[config.mk]
export PLATFORM = sky130hd
export DESIGN_NAME = boot_delay_timer
export DESIGN_NICKNAME = d
export VERILOG_FILES = /design/src/rtl/bootdly_pkg.sv /design/src/rtl/bootdly_gate.sv /design/src/rtl/bootdly_lut.sv /design/src/rtl/bootdly_counter.sv /design/src/rtl/bootdly_ctrl.sv /design/src/rtl/boot_delay_timer.sv
export SDC_FILE = /design/constraint.sdc
export NUM_CORES = 1
export LEC_CHECK = 0
export BUFFER_PORTS_ARGS = -buffer_cell sky130_fd_sc_hd__buf_2
export CORE_MARGIN = 5
export CORE_UTILIZATION = 35
export DETAILED_ROUTE_END_ITERATION = 10
export GPL_ROUTABILITY_DRIVEN = 0
export GPL_TIMING_DRIVEN = 1
export SLEW_MARGIN = 20
export SYNTH_ARGS = -nofsm -noshare
export SYNTH_HDL_FRONTEND = slang
export SYNTH_HIERARCHICAL = 1
export SYNTH_SLANG_ARGS = --single-unit
[constraint.sdc]
create_clock -name clk -period 5 [get_ports clk]
set_input_delay 0.75 -clock clk [delete_from_list [all_inputs] [get_ports clk]]
set_output_delay 0.75 -clock clk [all_outputs]
set_load 0.02 [all_outputs]
[src/rtl/bootdly_pkg.sv]
package bootdly_pkg;
  localparam int unsigned NUM_CODES = 16;
  localparam int unsigned CODE_W    = $clog2(NUM_CODES);

  typedef enum logic [1:0] {
    ST_IDLE = 2'd0,
    ST_RUN  = 2'd1,
    ST_DONE = 2'd2
  } bd_state_e;

  // Hold-off time in microseconds for each code (non-linear ladder).
  function automatic longint unsigned code_us(input int unsigned c);
    longint unsigned t;
    case (c)
      0:       t = 64'd25;
      1:       t = 64'd500;
      2:       t = 64'd1000;
      3:       t = 64'd2000;
      4:       t = 64'd3000;
      5:       t = 64'd4000;
      6:       t = 64'd6000;
      7:       t = 64'd8000;
      8:       t = 64'd10000;
      9:       t = 64'd12000;
      10:      t = 64'd25000;
      11:      t = 64'd100000;
      12:      t = 64'd200000;
      13:      t = 64'd400000;
      14:      t = 64'd800000;
      default: t = 64'd1600000;
    endcase
    return t;
  endfunction

  // Cycles for a code at a clock of khz kHz, rounded up, never below one.
  function automatic longint unsigned code_cycles(input int unsigned c,
                                                  input int unsigned khz);
    longint unsigned v;
    v = (code_us(c) * longint'(khz) + 64'd999) / 64'd1000;
    if (v == 64'd0) v = 64'd1;
    return v;
  endfunction
endpackage

[src/rtl/bootdly_gate.sv]
module bootdly_gate (
  input  logic hw_en,
  input  logic sw_en,
  output logic go
);
  assign go = hw_en & sw_en;
endmodule

[src/rtl/bootdly_lut.sv]
module bootdly_lut #(
  parameter int unsigned CLK_KHZ = 100000,
  parameter int unsigned CNT_W   = 28
) (
  input  logic [bootdly_pkg::CODE_W-1:0] code,
  output logic [CNT_W-1:0]               reload
);
  localparam int unsigned N = bootdly_pkg::NUM_CODES;

  logic [CNT_W-1:0] tbl [N];

  // One reload constant per code: terminal count is zero, so store N-1.
  for (genvar i = 0; i < N; i++) begin : g_ent
    localparam longint unsigned CYC = bootdly_pkg::code_cycles(i, CLK_KHZ);
    assign tbl[i] = CNT_W'(CYC - 64'd1);
  end

  assign reload = tbl[code];
endmodule

[src/rtl/bootdly_counter.sv]
module bootdly_counter #(
  parameter int unsigned CNT_W = 28
) (
  input  logic             clk,
  input  logic             rst_n,
  input  logic             clr,
  input  logic             load,
  input  logic             dec,
  input  logic [CNT_W-1:0] reload,
  output logic             zero
);
  logic [CNT_W-1:0] cnt_q;

  always_ff @(posedge clk or negedge rst_n) begin
    if (!rst_n)                   cnt_q <= '0;
    else if (clr)                 cnt_q <= '0;
    else if (load)                cnt_q <= reload;
    else if (dec && cnt_q != '0)  cnt_q <= cnt_q - 1'b1;
  end

  assign zero = (cnt_q == '0);


  clear_wins_chk: assert property (@(posedge clk) disable iff (!rst_n)
    clr |=> zero);


  no_wrap_chk: assert property (@(posedge clk) disable iff (!rst_n)
    (dec && !load && !clr && zero) |=> zero);
endmodule

[src/rtl/bootdly_ctrl.sv]
module bootdly_ctrl (
  input  logic clk,
  input  logic rst_n,
  input  logic go,
  input  logic zero,
  output logic load,
  output logic dec,
  output logic clr,
  output logic busy,
  output logic mon_en
);
  import bootdly_pkg::*;

  bd_state_e state_q, state_d;
  logic      mon_q;

  always_comb begin
    state_d = state_q;
    case (state_q)
      ST_IDLE: if (go) state_d = ST_RUN;
      ST_RUN:  if (!go) state_d = ST_IDLE;
               else if (zero) state_d = ST_DONE;
      ST_DONE: if (!go) state_d = ST_IDLE;
      default: state_d = ST_IDLE;
    endcase
  end

  always_ff @(posedge clk or negedge rst_n) begin
    if (!rst_n) begin
      state_q <= ST_IDLE;
      mon_q   <= 1'b0;
    end else begin
      state_q <= state_d;
      mon_q   <= (state_d == ST_DONE);
    end
  end

  assign load   = (state_q == ST_IDLE) && go;
  assign dec    = (state_q == ST_RUN) && go;
  assign clr    = !go;
  assign busy   = (state_q == ST_RUN);
  assign mon_en = mon_q;


  busy_mon_excl_chk: assert property (@(posedge clk) disable iff (!rst_n)
    !(busy && mon_en));


  start_from_idle_chk: assert property (@(posedge clk) disable iff (!rst_n)
    (go && !busy && !mon_en) |=> busy);
endmodule

[src/rtl/boot_delay_timer.sv]
module boot_delay_timer #(
  parameter int unsigned CLK_KHZ = 100000
) (
  input  logic       clk,
  input  logic       rst_n,
  input  logic       hw_en,
  input  logic       sw_en,
  input  logic [3:0] dly_code,
  output logic       mon_en,
  output logic       busy
);
  localparam longint unsigned MAX_CYC =
    bootdly_pkg::code_cycles(bootdly_pkg::NUM_CODES - 1, CLK_KHZ);
  localparam int unsigned CNT_W = $clog2(MAX_CYC + 1);

  logic             go, load, dec, clr, zero;
  logic [CNT_W-1:0] reload;

  bootdly_gate u_gate (.hw_en(hw_en), .sw_en(sw_en), .go(go));

  bootdly_lut #(.CLK_KHZ(CLK_KHZ), .CNT_W(CNT_W)) u_lut (
    .code(dly_code), .reload(reload));

  bootdly_counter #(.CNT_W(CNT_W)) u_cnt (
    .clk(clk), .rst_n(rst_n), .clr(clr), .load(load), .dec(dec),
    .reload(reload), .zero(zero));

  bootdly_ctrl u_ctrl (
    .clk(clk), .rst_n(rst_n), .go(go), .zero(zero), .load(load),
    .dec(dec), .clr(clr), .busy(busy), .mon_en(mon_en));


  drop_clears_chk: assert property (@(posedge clk) disable iff (!rst_n)
    !(hw_en && sw_en) |=> (!mon_en && !busy));


  mon_needs_both_chk: assert property (@(posedge clk) disable iff (!rst_n)
    mon_en |-> $past(hw_en && sw_en));


  mon_holds_chk: assert property (@(posedge clk) disable iff (!rst_n)
    (mon_en && hw_en && sw_en) |=> mon_en);
endmodule

==> results of run 1 <==
-- worst paths after layout --
check	from	slack (ns)	end
min	rst_n	0.52	u_cnt/cnt_q[24]
max in group asynchronous	rst_n	4.02	u_cnt/cnt_q[25]
min reg2reg	u_ctrl/state_q[0]	0.53	u_ctrl/state_q[0]
min in group clk	u_ctrl/state_q[0]	0.53	u_ctrl/state_q[0]
max	u_cnt/cnt_q[20]	2.20	u_cnt/cnt_q[13]
max reg2reg	u_cnt/cnt_q[20]	2.20	u_cnt/cnt_q[13]
-- through the flow --
stage	utilization, %	area [sq um]	total power (uW)
6_report	38.0	2760	652
5_1_grt	38.0	2760	697
4_1_cts	38.0	2760	659
3_5_place_dp	36.9	2680	463
3_3_place_gp	36.9	2680	462
2_1_floorplan	-	2610	419
-- area by class of cell --
class / instances / area (sq um)
fillers: 786 / 4500
flip-flops and latches: 31 / 776
inverters: 14 / 52.6
clock inverters: 1 / 5.00
clock buffers: 7 / 76.3
repair buffers: 12 / 67.6
multi-input cells: 260 / 1660
well taps: 99 / 124
-- critical path: cells and delay by family, from the launching register on --
kind               cells  cell delay, ns
DFF                    1            0.46
AOI/OAI and AO/OA      3            1.42
and+or+nand+nor        3            0.80
-- metal layers --
metal  vias to the layer above  track usage, %  share of wire (%)
met5                         -               0                  0
met4                         0            4.67                1.0
met3                         5            2.74                5.3
met2                        57            24.1                 45
met1                      1079            21.0                 48
li1                       1172               -                  -
-- layout by cell type, fill, tap and decap left out, drive strengths merged, types with 8 or more instances in the layout --
cell type | synthesis | routed
a21oi | 24 | 24
a211oi | 12 | 12
nand2 | 27 | 27
nor2 | 40 | 40
nand3 | 8 | 8
xnor2 | 12 | 12
dfrtp | 31 | 31
ha | 10 | 10
inv | 14 | 14
nor4 | 9 | 9
or3 | 12 | 12
nor3 | 15 | 15
o21ai | 22 | 22
buf | 11 | 12
-- Yosys cell counts, types with 2 or more instances --
cell	count
buf_2	4
nor3_1	11
o311a_1	2
a221oi_1	2
nor2_2	2
o31a_1	2
or4_1	2
xnor2_1	12
nor4_1	7
a311oi_1	4
buf_6	3
nand3_1	7
o21ai_1	17
clkbuf_1	11
mux2i_1	4
and2_1	3
ha_1	10
and3_1	4
nor2_1	38
a31o_1	3
o21bai_1	2
a211oi_1	12
buf_4	4
nand4_1	2
nand2_1	27
inv_1	13
a21oi_1	24
or3_1	11
o211ai_1	3
o21ai_0	5
nor2b_1	3
nor3_2	4
a31oi_1	4
o31ai_1	2
nand2b_1	7
dfrtp_1	31
-- kinds of logic (layout without fill, tap and decap cells) --
kind of cell    count (synthesis)  in the layout
fa+ha+maj                      10             10
other cells                     1              2
mux                             4              4
flops                          31             31
simple gates                  141            141
compound gates                 90             90
xor+xnor                       13             13
buf+inv                        36             34
-- power by group through the flow --
stage	Clock (uW)	Combinational (uW)	Sequential, uW
2_1_floorplan	0	146	273
4_1_cts	201	188	270
6_report	192	189	271
5_1_grt	211	214	272
3_3_place_gp	0	187	275
3_5_place_dp	0	187	275
-- flip-flops by register name (all words and copies together), names as in the netlist --
name,count
u_ctrl/mon_en,1
u_ctrl/state_q,2
u_cnt/cnt_q,28
==> out/qor.csv, run 1 <==
metric;value;unit
run status;finished clean;
Inserted Clock Buffers;5;
cell count of the worst reg-to-reg path;6;
Clk pwr share;29.5;%
P_int;422;uW
setup TNS;0;ns
post-route ant nets;0;
Avg Cell Area, Syn;7.99;sq um
worst hold slack;0.518;ns
Worst Path Arrival;2.97;ns
post-synthesis sequential area ratio;29.8;%
final setup margin;2.20;ns
Compound-Gate Fraction of Synth Area;22.9;%
Hold Fails Final Rpt;0;
Max Buffers Root-to-Sink;2;
maximum vdd drop;0.0869;mV
combinational power share;29.0;%
relative slew slack;31.7;%
power density cells;237;nW/um^2
Tightest Hold Check Type;in -> async;
IO Pins;10;
crit path cell chain;nor4_2 > nand2_1 > o31ai_4 > nor3_1 > a21bo_1 > a221oi_1;
static leakage;0.00116;uW
WP data required;5.18;ns
cts hold-fix bufs;0;
dpl ws;2.14;ns
RSZ-0062 raised after global routing;no;
Sw Pwr;230;uW
later-pin clock latency in the skew report;0.28;ns
asr flop ratio synth;100;%
min Tclk post-route;2.80;ns
worst-margin pin slew;1.03;ns
H-tree levels;2;
Synth Area in Simple Gates;29.7;%
post_cts resized;0;
Reg clk slew, reported paths;0.07;ns
Post-synth EDFFs;0;
fmax;357;MHz
Layout Cells excl Fill;424;
vias in the first global route;2192;
Detailed Place HPWL;4560;um
crit share post-route;56.0;%
Startpoint Class;register;
final wirelength;6240;um
largest cells by area after synthesis;dfrtp_1, nor2_1, ha_1;
Overflow after GRT;0;
number of library cell types mapped by synthesis;60;
Worst Setup Path Type;reg -> reg;
Critical Path Max Stage Delay;0.91;ns
layout cells sized above 1;10.2;%
Critical Path Fanout Max;27;
largest family of logic cells by synthesized area;simple AND/OR/NAND/NOR gates;
Avg Vias per Cell;5.46;
initial antenna violation count;0;
1st-pass router iterations;4;
Starting Density;35.9;%
# rows;31;
Syn Std Cell Area;2610;sq um
Global Route Usage Sum;15.2;%
placed cell count;416;
Slowest cell on crit path;o31ai_4;
Final Max Slew Viols;0;
sequential power share;41.5;%
Seq cells post-synth;31;
largest net degree at the start of global routing;41;
area delta synth->final;5.81;%
root buf cell;clkbuf_8;
Antenna Cells;0;
Post-CTS Setup Repair Bufs;0;
top cell type by total area after synthesis;dfrtp_1;
port bufs;9;
final setup vio count;0;
switching part of the total;35.3;%
CTS tree;yes;
Core Box Area;7250;sq um
top_reg_cell synth;dfrtp_1;
Die Y;96.3;um
die area;9270;sq um
Sink Count;31;
Yosys warning count;6;
Final Skew;0.00577;ns
mux share of post-synthesis cell area;1.54;%
Die Wd;96.3;um
CP Capture Type;register;
drt drc;0;
first-pass GRT wire length;11000;um
post-synth top area share;29.8;%
1st-iter DRT viols;167;
WL per Instance;14.7;um
Layout Nets;342;
max_cap viols;0;
via count;2313;
Post-Synth XOR/XNOR Area;4.37;%
Gate Count Post-Synth;326;
synthesized-area fraction occupied by adder cells;4.80;%
Note: power is estimated with default switching activity, not from simulation.
==> inputs of run 2 (changes only) <==
--- a/config.mk
+++ b/config.mk
@@ -5,6 +5,7 @@
 export SDC_FILE = /design/constraint.sdc
 export NUM_CORES = 1
 export LEC_CHECK = 0
+export ABC_AREA = 1
 export BUFFER_PORTS_ARGS = -buffer_cell sky130_fd_sc_hd__buf_2
 export CORE_MARGIN = 5
 export CORE_UTILIZATION = 35
==> constraint.sdc (replaced) <==
create_clock -name clk -period 2.85 [get_ports clk]
set_input_delay 0.4275 -clock clk [delete_from_list [all_inputs] [get_ports clk]]
set_output_delay 0.4275 -clock clk [all_outputs]
set_load 0.02 [all_outputs]
==> run 2 against run 1 <==
Effect of this change:
- register-to-register slack got worse by 1.4 ns
- first-iteration DRC count grew 27%
- synthesized cell count grew 50%
- routed wire length up 34%
- combinational power increased to 4.2 times the previous value
- maximum frequency up 38%
- final area grew 17%
- critical path depth up 6
- clock-buffer cell count is 1 lower
- utilization is 0.91 points lower
- worst setup slack worse by 1.4 ns
- highest routed layer unchanged
==> out/qor.csv, run 2 <==
metric;value;unit;change
Hold Fails Final Rpt;0;;unchanged
min Tclk post-route;2.02;ns;was 2.80 ns
Final Instance Area;3220;sq um;was 2760 sq um
Layout Nets;507;;was 342
worst-margin pin slew;0.730;ns;was 1.03 ns
number of library cell types mapped by synthesis;36;;was 60
Tightest Hold Check Type;in -> async;;unchanged
port bufs;9;;unchanged
top_reg_cell synth;dfrtp_1;;unchanged
1st-pass router iterations;5;;was 4
Antenna Cells;0;;unchanged
largest cells by area after synthesis;dfrtp_1, nand2_1, nand3_1;;was dfrtp_1, nor2_1, ha_1
max reg flops;28;;unchanged
CTS tree;yes;;unchanged
first-pass GRT wire length;14300;um;was 11000 um
Reg clk slew, reported paths;0.07;ns;about the same
Worst Path Arrival;2.20;ns;was 2.97 ns
register with the most flip-flops;u_cnt/cnt_q;;unchanged
post-synthesis sequential area ratio;25.1;%;was 29.8%
cts hold-fix bufs;0;;unchanged
post-synth top area share;25.1;%;was 29.8%
Slowest cell on crit path;dfrtp_1;;was o31ai_4
Critical Path Max Stage Delay;0.44;ns;was 0.91 ns
later-pin clock latency in the skew report;0.29;ns;was 0.28 ns
Gate Count Post-Synth;488;;was 326
final setup vio count;0;;unchanged
asr flop ratio synth;100;%;unchanged
power density cells;549;nW/um^2;was 237 nW/um^2
commonest non-fill, non-tap cell in the layout;nand2_1;;was nor2_1
WP data required;3.02;ns;was 5.18 ns
initial antenna violation count;0;;unchanged
WL per Instance;14.0;um;was 14.7 um
final wirelength;8350;um;was 6240 um
Avg Cell Area, Syn;6.33;sq um;was 7.99 sq um
Overflow after GRT;0;;unchanged
Worst Setup SP;u_cnt/cnt_q[9];;was u_cnt/cnt_q[20]
Final Max Slew Viols;0;;unchanged
largest net degree at the start of global routing;32;;was 41
Final Skew;0.0113;ns;was 0.00577 ns
count leader, synth;nand2_1;;was nor2_1
setup TNS;0;ns;unchanged
via count;3053;;was 2313
max_cap viols;0;;unchanged
Avg Vias per Cell;5.11;;was 5.46
Post-synth EDFFs;0;;unchanged
Inserted Clock Buffers;5;;unchanged
Critical Path Fanout Max;13;;was 27
Startpoint Class;register;;unchanged
crit share post-route;71.0;%;was 56.0%
area delta synth->final;4.21;%;was 5.81%
H-tree levels;2;;unchanged
Commonest cells post-synth;nand2_1, nand3_1, nor2_1, inv_1, dfrtp_1;;was nor2_1, dfrtp_1, nand2_1, a21oi_1, o21ai_1
Sink Count;31;;unchanged
drt drc;0;;unchanged
Detailed Place HPWL;6420;um;was 4560 um
CP Capture Type;register;;unchanged
vias in the first global route;2982;;was 2192
Syn Std Cell Area;3090;sq um;was 2610 sq um
Compound-Gate Fraction of Synth Area;9.84;%;was 22.9%
Seq cells post-synth;31;;unchanged
maximum vdd drop;0.194;mV;was 0.0869 mV
crit path cell chain;nor2_2 > nand2_1 > inv_2 > nand2_2 > nor2_2 > nand2_1 > nand2_2 > nand2_2 > nand2_2 > inv_1 > nand2_1 > nand2_1;;was nor4_2 > nand2_1 > o31ai_4 > nor3_1 > a21bo_1 > a221oi_1
layout cells sized above 1;13.5;%;was 10.2%
static leakage;0.00182;uW;was 0.00116 uW
commonest non-fill, non-tap cells in the layout;nand2_1, nand3_1, nor2_1;;was nor2_1, dfrtp_1, nand2_1
Core Box Area;8680;sq um;was 7250 sq um
Post-DP Area;3100;sq um;was 2680 sq um
Synth Area in Simple Gates;46.6;%;was 29.7%
root buf cell;clkbuf_8;;unchanged
Post-Synth XOR/XNOR Area;0.850;%;was 4.37%
die area;10800;sq um;was 9270 sq um
Worst Setup Path Type;reg -> reg;;unchanged
1st-iter DRT viols;212;;was 167
largest family of logic cells by synthesized area;simple AND/OR/NAND/NOR gates;;unchanged
Starting Density;35.6;%;was 35.9%
RSZ-0062 raised after global routing;no;;unchanged
Post-CTS Setup Repair Bufs;0;;unchanged
Max Buffers Root-to-Sink;2;;unchanged
post-route ant nets;0;;unchanged
top cell type by total area after synthesis;dfrtp_1;;unchanged
Yosys warning count;6;;unchanged
post_cts resized;0;;unchanged
RR Startpoint;u_cnt/cnt_q[9];;was u_cnt/cnt_q[20]
synthesized-area fraction occupied by adder cells;4.05;%;was 4.80%
relative slew slack;51.4;%;was 31.7%
# rows;34;;was 31
IO Pins;10;;unchanged
mux share of post-synthesis cell area;0.324;%;was 1.54%
fmax;494;MHz;was 357 MHz
run status;finished clean;;unchanged
Global Route Usage Sum;15.7;%;was 15.2%
Die Y;104;um;was 96.3 um
Die Wd;104;um;was 96.3 um
==> run 2: logic make-up after synthesis <==
logic type	count (synthesis)
xor+xnor	3
fa+ha+maj	10
flops	31
buf+inv	73
simple gates	324
other cells	1
mux	1
compound gates	45
==> run 2: worst paths after layout <==
check	to	slack (ns)	cells after the start
max in group asynchronous	u_cnt/cnt_q[23]	2.18	1
min	u_cnt/cnt_q[3]	0.19	1
min in group clk	u_ctrl/state_q[0]	0.50	5
max reg2reg	u_cnt/cnt_q[13]	0.83	12
min reg2reg	u_ctrl/state_q[0]	0.51	1
max	u_cnt/cnt_q[13]	0.83	12
==> run 2: layer usage <==
layer | track usage, % | wire length, um | vias up
li1 | - | - | 1556
met2 | 25.4 | 3760 | 82
met1 | 22.0 | 4100 | 1408
met5 | 0 | 0 | -
met4 | 4.81 | 97 | 0
met3 | 1.80 | 390 | 7
==> run 2: through the flow <==
step / utilization, % / power [uW] / cells / worst slack [ns] / hold slack, ns
after floorplan: - / 1150 / 489 / 1.20 / 0.132
after global placement: 35.8 / 1290 / 590 / 0.808 / 0.497
after detailed placement: 35.8 / 1300 / 590 / 0.781 / 0.505
after CTS: 37.1 / 1770 / 598 / 0.844 / 0.220
after global routing: 37.1 / 1920 / 598 / 0.642 / 0.267
final: 37.1 / 1770 / 598 / 0.826 / 0.189
==> run 2: power breakdown <==
part	internal (uW)	leakage, uW	switching [uW]
Clock	283	0.0000612	176
Combinational	265	0.00133	528
Sequential	471	0.000426	43.5
==> run 2: final cells by class <==
cell class	instances	area, sq um
Fill cell	954	5460
Multi-Input combinational cell	385	1910
Sequential cell	31	776
Inverter	53	204
Tap cell	108	135
Clock buffer	6	82.6
Timing Repair Buffer	13	75.1
Clock inverter	2	35.0
==> run 2: critical path, delay by kind of cell (launching register included) <==
family | cells | cell delay (ns)
AND/OR/NAND/NOR | 10 | 1.20
flip-flops | 1 | 0.44
buffers and inverters | 2 | 0.26
==> inputs of run 3 (changes only) <==
==> constraint.sdc (replaced) <==
create_clock -name clk -period 1.85 [get_ports clk]
set_input_delay 0.2775 -clock clk [delete_from_list [all_inputs] [get_ports clk]]
set_output_delay 0.2775 -clock clk [all_outputs]
set_load 0.02 [all_outputs]
==> run 3 against run 2 <==
Effect of this change:
- worst setup slack got worse by 0.65 ns
- hold slack got worse by 0.14 ns
- routed wire length rose by 1.6%
- clock power rose by 16%
- total power rose by 48%
- first-iteration DRC count rose by 13%
- die area did not move
- critical endpoint is now u_cnt/cnt_q[27]
- largest cell class unchanged
- largest power group unchanged
==> out/qor.csv, run 3 (same netlist as run 2, synthesis figures left out) <==
metric;value;unit;change
run status;finished clean;;unchanged
Power Total;2620;uW;was 1770 uW
initial antenna violation count;0;;unchanged
vias in the first global route;2869;;was 2982
FILL cells;961;;was 954
Critical Path Fanout Max;10;;was 13
fmax;599;MHz;was 494 MHz
# rows;34;;unchanged
Startpoint Class;register;;unchanged
Util after Layout;38.0;%;was 37.1%
Avg Vias per Cell;5.06;;was 5.11
static leakage;0.00186;uW;was 0.00182 uW
die area;10800;sq um;unchanged
sequential power share;30.2;%;was 29.1%
cts hold-fix bufs;0;;unchanged
relative slew slack;50.7;%;was 51.4%
Hold Fails Final Rpt;0;;unchanged
max reg flops;28;;unchanged
Overflow after GRT;0;;unchanged
Reg clk slew, reported paths;0.07;ns;about the same
final wirelength;8490;um;was 8350 um
Layout Nets;520;;was 507
Die Wd;104;um;unchanged
total area of sequential cells;776;sq um;unchanged
max_cap viols;0;;unchanged
Worst Path Arrival;1.87;ns;was 2.20 ns
Clk pwr share;20.4;%;was 26.0%
port bufs;9;;unchanged
switching part of the total;44.6;%;was 42.3%
Antenna Cells;0;;unchanged
dpl ws;0.0701;ns;was 0.781 ns
1st-pass router iterations;5;;unchanged
register with the most flip-flops;u_cnt/cnt_q;;unchanged
commonest non-fill, non-tap cell in the layout;nand2_1;;unchanged
largest net degree at the start of global routing;39;;was 32
Final Skew;0.00450;ns;was 0.0113 ns
commonest non-fill, non-tap cells in the layout;nand2_1, nand3_1, nor2_1;;unchanged
Top delay family on crit path;simple AND/OR/NAND/NOR gates;;unchanged
Sink Count;31;;unchanged
maximum vdd drop;0.283;mV;was 0.194 mV
Tightest Hold Check Type;in -> async;;unchanged
post-route ant nets;0;;unchanged
multi-input logic area;1910;sq um;unchanged
WP data required;2.05;ns;was 3.02 ns
Worst Setup Path Type;reg -> reg;;unchanged
drt drc;0;;unchanged
Post-DP Area;3210;sq um;was 3100 sq um
Max Buffers Root-to-Sink;2;;unchanged
IO Pins;10;;unchanged
layout cells sized above 1;15.5;%;was 13.5%
final setup vio count;0;;unchanged
combinational power share;49.4;%;was 44.9%
Final Max Slew Viols;0;;unchanged
min Tclk post-route;1.67;ns;was 2.02 ns
WP buf/inv;2;;unchanged
CP Capture Type;register;;unchanged
Detailed Place HPWL;6410;um;was 6420 um
area delta synth->final;6.68;%;was 4.21%
Final Instance Area;3300;sq um;was 3220 sq um
Inserted Clock Buffers;5;;unchanged
worst hold slack;0.0493;ns;was 0.189 ns
root buf cell;clkbuf_8;;unchanged
Slowest cell on crit path;dfrtp_1;;unchanged
WL per Instance;13.9;um;was 14.0 um
crit share post-route;90.3;%;was 71.0%
P_int;1450;uW;was 1020 uW
1st-iter DRT viols;240;;was 212
H-tree levels;2;;unchanged
Starting Density;35.6;%;unchanged
final setup margin;0.180;ns;was 0.826 ns
Sw Pwr;1170;uW;was 748 uW
Critical Path Max Stage Delay;0.45;ns;was 0.44 ns
first-pass GRT wire length;14200;um;was 14300 um
Core Box Area;8680;sq um;unchanged
Die Y;104;um;unchanged
crit path cell chain;nor2_1 > nand2_1 > inv_1 > nand2_1 > nor2_1 > nand2_1 > nand2_2 > nand2_2 > buf_4 > nor2_1 > o21bai_1;;was nor2_2 > nand2_1 > inv_2 > nand2_2 > nor2_2 > nand2_1 > nand2_2 > nand2_2 > nand2_2 > inv_1 > nand2_1 > nand2_1
later-pin clock latency in the skew report;0.28;ns;was 0.29 ns
RSZ-0062 raised after global routing;yes;;was no
via count;3091;;was 3053
power density cells;793;nW/um^2;was 549 nW/um^2
Global Route Usage Sum;15.6;%;was 15.7%
worst-margin pin slew;0.740;ns;was 0.730 ns
CTS tree;yes;;unchanged
run 3: cell types whose count changed in the layout (fill, tap and decap cells not counted), sizes merged:
| cell | change |
|---|---|
| buf | +13 |
| clkbuf | +1 |
| bufinv | -1 |
run 3: layout make-up:
| class | count | share of cell area (%) |
|---|---|---|
| multi-input combinational | 385 | 58.0 |
| sequential | 31 | 23.5 |
| inverter | 53 | 6.26 |
| timing repair buffer | 26 | 5.62 |
| tap | 108 | 4.10 |
| clock buffer | 7 | 2.31 |
| clock inverter | 1 | 0.152 |
run 3: worst reg2reg max path: cells and delay by family (launching register included):
family / cells / cell delay [ns]
simple gates: 8 / 0.78
flops: 1 / 0.45
buf+inv: 2 / 0.25
compound gates: 1 / 0.12
run 3: worst paths after layout:
| path | start | endpoint | slack [ns] | cells after the start |
|---|---|---|---|---|
| max in group asynchronous | rst_n | u_cnt/cnt_q[13] | 1.32 | 1 |
| min in group clk | sw_en | u_ctrl/state_q[0] | 0.35 | 5 |
| worst max-delay path | u_cnt/cnt_q[22] | u_cnt/cnt_q[27] | 0.18 | 11 |
| worst min-delay path | rst_n | u_cnt/cnt_q[1] | 0.05 | 1 |
| worst min register to register | u_ctrl/state_q[0] | u_ctrl/state_q[0] | 0.52 | 1 |
| worst max register to register | u_cnt/cnt_q[22] | u_cnt/cnt_q[27] | 0.18 | 11 |
run 3: what timing repair did:
| item | 4_1_cts | 5_1_grt |
|---|---|---|
| buffers inserted | 0 | 0 |
| gates resized for setup | 0 | 3 |
| setup endpoints to repair | 0 | 27 |
run 3: routing by layer:
metal | global-route usage, % | vias up | wire length (um)
li1 | - | 1581 | -
met1 | 22.4 | 1425 | 4160
met2 | 24.7 | 77 | 3920
met3 | 1.12 | 8 | 301
met4 | 5.55 | 0 | 107
met5 | 0 | - | 0
run 3: metrics by stage:
| step | cells | setup TNS [ns] |
|---|---|---|
| 2_1_floorplan | 489 | 0 |
| 3_3_place_gp | 603 | 0 |
| 3_5_place_dp | 603 | 0 |
| 4_1_cts | 611 | 0 |
| 5_1_grt | 611 | -0.00328 |
| 6_report | 611 | 0 |
run 3: power groups by stage:
stage,registers (uW),clock network [uW],logic (uW)
6_report,790,533,1290
5_1_grt,796,575,1460
4_1_cts,788,550,1280
3_5_place_dp,801,0,1270
3_3_place_gp,799,0,1260
2_1_floorplan,784,0,981
